$ cat src/rtl/baud_det_pkg.sv
package baud_det_pkg;
    typedef enum logic [1:0] {
        ST_IDLE   = 2'd0,
        ST_SEARCH = 2'd1,
        ST_TRACK  = 2'd2,
        ST_LOCKED = 2'd3
    } det_state_t;
endpackage

$ cat src/rtl/baud_det_sync.sv
module baud_det_sync #(
    parameter int STAGES = 2
) (
    input  logic clk,
    input  logic rst_n,
    input  logic line_in,
    output logic edge_seen
);
    logic [STAGES-1:0] chain_q;
    logic              last_q;

    always_ff @(posedge clk or negedge rst_n) begin
        if (!rst_n) begin
            chain_q <= '1;
            last_q  <= 1'b1;
        end else begin
            chain_q <= {chain_q[STAGES-2:0], line_in};
            last_q  <= chain_q[STAGES-1];
        end
    end

    assign edge_seen = chain_q[STAGES-1] ^ last_q;
endmodule

$ cat src/rtl/baud_det_runcnt.sv
module baud_det_runcnt #(
    parameter int CNT_W = 20
) (
    input  logic             clk,
    input  logic             rst_n,
    input  logic             clear,
    input  logic             edge_seen,
    output logic [CNT_W-1:0] run_len
);
    localparam logic [CNT_W-1:0] CNT_MAX = {CNT_W{1'b1}};

    logic [CNT_W-1:0] cnt_q;

    always_ff @(posedge clk or negedge rst_n) begin
        if (!rst_n) begin
            cnt_q <= '0;
        end else if (clear) begin
            cnt_q <= '0;
        end else if (edge_seen) begin
            cnt_q <= CNT_W'(1);
        end else if (cnt_q != CNT_MAX) begin
            cnt_q <= cnt_q + CNT_W'(1);
        end
    end

    assign run_len = cnt_q;

    assert_sat_hold_R6: assert property (@(posedge clk) disable iff (!rst_n)
        (cnt_q == CNT_MAX && !edge_seen && !clear) |=> cnt_q == CNT_MAX);
    assert_restart_R2: assert property (@(posedge clk) disable iff (!rst_n)
        (edge_seen && !clear) |=> cnt_q == CNT_W'(1));
endmodule

$ cat src/rtl/baud_det_fsm.sv
module baud_det_fsm
    import baud_det_pkg::*;
#(
    parameter int CNT_W      = 20,
    parameter int MIN_CYCLES = 4,
    parameter int LOCK_EDGES = 16
) (
    input  logic             clk,
    input  logic             rst_n,
    input  logic             clear,
    input  logic             edge_seen,
    input  logic [CNT_W-1:0] run_len,
    output logic [CNT_W-1:0] est_out,
    output logic             locked_out
);
    localparam logic [CNT_W-1:0] CNT_MAX = {CNT_W{1'b1}};
    localparam logic [CNT_W-1:0] MIN_LEN = CNT_W'(MIN_CYCLES);
    localparam int               STK_W   = $clog2(LOCK_EDGES + 1);
    localparam logic [STK_W-1:0] STK_TOP = STK_W'(LOCK_EDGES - 1);

    det_state_t       state_q, state_d;
    logic [CNT_W-1:0] est_q;
    logic [STK_W-1:0] streak_q;
    logic             run_ok, run_lower;

    assign run_ok    = edge_seen && (run_len != CNT_MAX) && (run_len >= MIN_LEN);
    assign run_lower = run_ok && (run_len < est_q);

    always_comb begin
        state_d = state_q;
        unique case (state_q)
            ST_IDLE:   if (edge_seen) state_d = ST_SEARCH;
            ST_SEARCH: if (run_ok) state_d = ST_TRACK;
            ST_TRACK:  if (run_ok && !run_lower && streak_q == STK_TOP) state_d = ST_LOCKED;
            ST_LOCKED: if (run_lower) state_d = ST_TRACK;
            default:   state_d = ST_IDLE;
        endcase
        if (clear) state_d = ST_IDLE;
    end

    always_ff @(posedge clk or negedge rst_n) begin
        if (!rst_n) state_q <= ST_IDLE;
        else        state_q <= state_d;
    end

    always_ff @(posedge clk or negedge rst_n) begin
        if (!rst_n) begin
            est_q    <= CNT_MAX;
            streak_q <= '0;
        end else if (clear) begin
            est_q    <= CNT_MAX;
            streak_q <= '0;
        end else if (state_q != ST_IDLE && run_ok) begin
            if (run_lower) begin
                est_q    <= run_len;
                streak_q <= '0;
            end else if (streak_q != STK_TOP + STK_W'(1)) begin
                streak_q <= streak_q + STK_W'(1);
            end
        end
    end

    always_comb begin
        est_out    = est_q;
        locked_out = (state_q == ST_LOCKED);
    end

    assert_no_raise_R2: assert property (@(posedge clk) disable iff (!rst_n)
        !clear |=> est_q <= $past(est_q));
    assert_min_len_R5: assert property (@(posedge clk) disable iff (!rst_n)
        est_q != CNT_MAX |-> est_q >= MIN_LEN);
    assert_lock_drop_R8: assert property (@(posedge clk) disable iff (!rst_n)
        !$stable(est_q) |-> state_q != ST_LOCKED);
    assert_idle_empty_R4: assert property (@(posedge clk) disable iff (!rst_n)
        state_q == ST_IDLE |-> est_q == CNT_MAX);
    assert_lock_has_est_R7: assert property (@(posedge clk) disable iff (!rst_n)
        state_q == ST_LOCKED |-> est_q != CNT_MAX);
endmodule

$ cat src/rtl/baud_rate_detector.sv
module baud_rate_detector #(
    parameter int CNT_W       = 20,
    parameter int SYNC_STAGES = 2,
    parameter int MIN_CYCLES  = 4,
    parameter int LOCK_EDGES  = 16
) (
    input  logic             clk,
    input  logic             rst_n,
    input  logic             clear,
    input  logic             rx_in,
    output logic [CNT_W-1:0] period_est,
    output logic             locked
);
    logic             edge_seen;
    logic [CNT_W-1:0] run_len;

    baud_det_sync #(.STAGES(SYNC_STAGES)) u_sync (
        .clk       (clk),
        .rst_n     (rst_n),
        .line_in   (rx_in),
        .edge_seen (edge_seen)
    );

    baud_det_runcnt #(.CNT_W(CNT_W)) u_runcnt (
        .clk       (clk),
        .rst_n     (rst_n),
        .clear     (clear),
        .edge_seen (edge_seen),
        .run_len   (run_len)
    );

    baud_det_fsm #(
        .CNT_W      (CNT_W),
        .MIN_CYCLES (MIN_CYCLES),
        .LOCK_EDGES (LOCK_EDGES)
    ) u_fsm (
        .clk        (clk),
        .rst_n      (rst_n),
        .clear      (clear),
        .edge_seen  (edge_seen),
        .run_len    (run_len),
        .est_out    (period_est),
        .locked_out (locked)
    );
endmodule

$ cat config.mk
export PLATFORM = sky130hd
export DESIGN_NAME = baud_rate_detector
export DESIGN_NICKNAME = d
export VERILOG_FILES = /design/src/rtl/baud_det_pkg.sv /design/src/rtl/baud_det_sync.sv /design/src/rtl/baud_det_runcnt.sv /design/src/rtl/baud_det_fsm.sv /design/src/rtl/baud_rate_detector.sv
export SDC_FILE = /design/constraint.sdc
export NUM_CORES = 1
export LEC_CHECK = 0
export ABC_AREA = 1
export BUFFER_PORTS_ARGS = -buffer_cell sky130_fd_sc_hd__buf_2
export CAP_MARGIN = 20
export CORE_UTILIZATION = 40
export DETAILED_ROUTE_END_ITERATION = 8
export GPL_TIMING_DRIVEN = 0
export PLACE_DENSITY_LB_ADDON = 0.25
export SYNTH_ARGS = -nofsm -noshare
export SYNTH_HDL_FRONTEND = slang
export SYNTH_HIERARCHICAL = 1
export SYNTH_SLANG_ARGS = --single-unit
$ cat constraint.sdc
create_clock -name clk -period 2.22 [get_ports clk]
set_input_delay 0.333 -clock clk [delete_from_list [all_inputs] [get_ports clk]]
set_output_delay 0.333 -clock clk [all_outputs]
set_load 0.005 [all_outputs]
==> results.yml <==
placed_design:
  place_hpwl_mm: 6.189
  place_ws_ns: 0.05106
  dp_cells: 600
  portBuffers: 24
  gp_congestion: 0.8718
synthesis:
  synth-compound-area-share: 0.1004
  synthArstFlopShare: 1.000
  ys.warnings.count: 6
  synth_edf_count: 0
  synth_top_family_by_area: "simple AND/OR/NAND/NOR gates"
  netlist_area_mm2: 0.003466
  synth-xor-area-share: 0.005054
  synthMuxAreaShare: 0
  synth-main-ff-cell: "dfrtp_1"
  syn_area_per_cell_um2: 7.374
  yosysMostFrequentCell: "nand2_1"
  syn-instance-count: 470
  synth_common_cells: "nand2_1 (119), nor2_1 (72), inv_1 (59)"
  ys_top_cells_by_area: "dfrtp_1 (19%), dfstp_2 (17%), nand2_1 (13%), ha_1 (8.3%), nor2_1 (7.8%)"
  ys_ff_latch: 50
  ys_types: 35
  synthSimpleGateAreaFrac: 0.3549
  synth_top_area_cell: "dfrtp_1"
  synth_top_area_frac: 0.1949
  synth_nets: 497
  ys_seq_area_frac: 0.3693
  synthAdderAreaFrac: 0.08303
clock_network:
  clk-insertion-delay-late_ns: 0.30
  clkTransAtPathRegs_ns: 0.09
  cts.htree.levels: 2
  cts_num_sinks: 50
  clockBufferDepth: 2
  cts_buffers: 5
  ctsRootBufferMaster: "clkbuf_8"
  cts_tree: "yes"
  postCtsHoldBufs: 0
grt:
  grt_max_degree: 29
  grt_overflow: 0
  grtUsageTotal: 0.1969
  grt_pass1_vias: 2943
  grt_pass1_wl_mm: 13.70
  antenna_found_initial: 0
setup_path:
  arrival_ns: 2.35
  worstRegToRegCells: 11
  worstSetupStartpointType: "flop"
  crit_end: "u_fsm/streak_q[1]"
  critical_path_class: "reg2reg"
  crit_fanout: 7
  rrSetupSlack_ns: 0.07
  timing.rr.end: "u_fsm/streak_q[1]"
  required_ns: 2.42
  startpoint: "u_fsm/est_out[19]"
  r2r-start: "u_fsm/est_out[19]"
  critPathCaptureType: "flop"
finish:
  finalNetCount: 535
  final_util: 0.4891
  drive_gt1_frac: 0.2436
  insertedDiodeCount: 0
  post_layout_nonfiller_instances: 614
  area_growth_pct: 17.11
route:
  vias: 3123
  routed_via_density: 5.086
  ant_nets: 0
  drt_iter0_drc: 185
  routedWlPerCell_um: 14.00
  drc: 0
  drt_first_pass_iters: 4
  wirelength_mm: 8.594
sta:
  setup_tns_ns: 0
  max_freq_ghz: 0.4653
  setup_viol: 0
  worst_slew_pin_slew_ns: 0.8113
  slew_violations: 0
  relSlewSlack: 0.4591
  post-route-period-util: 0.9682
  min_period_ns: 2.149
  finClkSkew_ns: 0.01199
  timing.final.hold_violations: 0
  setup_slack_ns: 0.07067
power:
  p_leak_uw: 0.001930
  switchingPower_uw: 952.1
  switching_share: 0.3473
  combPwrFrac: 0.335
  seqPwrFrac: 0.472
  power.density_mw_per_mm2: 675.4
  p_int_uw: 1789
  ir_drop_v: 0.0002291
  pwr-share-clk: 0.192
  p_total_uw: 2741
floorplanning:
  die_w_um: 95.09
  ios: 25
  die_area_mm2: 0.009041
  start_util: 0.4176
  num_rows: 33
  die_h_um: 95.09
  coreArea_mm2: 0.008299
outcome:
  status: "finished clean"
min_path:
  hold_path_class: "in2async"
job:
  max_cap_viol_count: 0
[area by class of cell]
cell class,count,area [um^2]
inverter,62,234.0
clock buffer,7,76.32
fill,803,4240
clock inverter,1,7.507
timing repair buffer,30,216.5
tap,105,131.4
multi-input combinational,350,2029
buffer,9,80.08
sequential,50,1284
[kinds of logic after synthesis]
kind of cell	after synthesis
AOI/OAI and AO/OA	59
xor gates and xnor gates	2
adders and majority gates	23
buffers and inverters	71
DFF	50
and+or+nand+nor	265
[metrics by stage]
stage | hold WS, ns | cell area [um^2]
final | 0.01291 | 4059
after global routing | 0.04461 | 4059
after CTS | 0.02265 | 3821
after detailed placement | 0.3476 | 3737
after global placement | 0.3471 | 3717
after floorplan | 0.03741 | 3466
[worst max-delay path, stage by stage (launching register included)]
cell and delay (ns):
dfstp_2 0.55, inv_1 0.04, ha_1 0.30, a21oi_1 0.15, o21ai_1 0.10, nor2_2 0.16, nand3_4 0.13, nand2_4 0.11
nand3_4 0.18, buf_8 0.20, nand3_1 0.06, nand2_1 0.06
[cell usage in the layout (no fill, tap or decap), types with 4 or more instances in the layout]
master | Yosys | routed
a21oi_1 | 14 | 12
buf_2 | 1 | 25
buf_6 | 4 | 4
clkbuf_1 | 3 | 5
clkbuf_8 | 0 | 5
dfrtp_1 | 27 | 24
dfstp_2 | 23 | 23
ha_1 | 23 | 16
ha_4 | 0 | 7
inv_1 | 59 | 59
nand2_1 | 119 | 114
nand2_2 | 5 | 8
nand3_1 | 33 | 33
nand4_1 | 12 | 12
nor2_1 | 72 | 69
o21ai_0 | 5 | 4
o21ai_1 | 24 | 24
o21ai_2 | 10 | 11
o21bai_1 | 4 | 4
or2_2 | 6 | 6
[flip-flops by register name, indices dropped and copies added (netlist names)]
register	cells
u_fsm/est_out	20
u_fsm/state_q	2
u_fsm/streak_q	5
u_runcnt/run_len	20
u_sync/chain_q	2
u_sync/last_q	1
[power groups by stage]
stage | Clock [uW] | Sequential (uW) | Combinational [uW]
floorplan | 0 | 1300 | 497
global placement | 0 | 1300 | 754
detailed placement | 0 | 1310 | 782
CTS | 552 | 1300 | 783
global route | 588 | 1320 | 1050
finish | 527 | 1300 | 919
[repair_timing]
item | in CTS | in global routing
setup buffers | 0 | 2
setup endpoints to repair | 0 | 27
gates resized for setup | 0 | 30
[worst min-delay path by stage]
stage | slack [ns] | from | cells after the start | end
after floorplan | 0.04 | rst_n | 0 | u_fsm/state_q[0]
after global placement | 0.35 | u_sync/chain_q[0] | 0 | u_sync/chain_q[1]
after detailed placement | 0.35 | u_sync/chain_q[0] | 0 | u_sync/chain_q[1]
after CTS | 0.02 | rst_n | 1 | u_fsm/state_q[0]
after global routing | 0.04 | rst_n | 1 | u_fsm/state_q[0]
final | 0.01 | rst_n | 1 | u_fsm/state_q[1]
[metal layers]
layer	vias up	part of all wire	global-route usage
li1	1583	-	-
met1	1470	0.47	0.2612
met2	58	0.48	0.3280
met3	12	0.038	0.02871
met4	0	0.013	0.06439
met5	-	0	0
(Power assumes the default switching activity.)
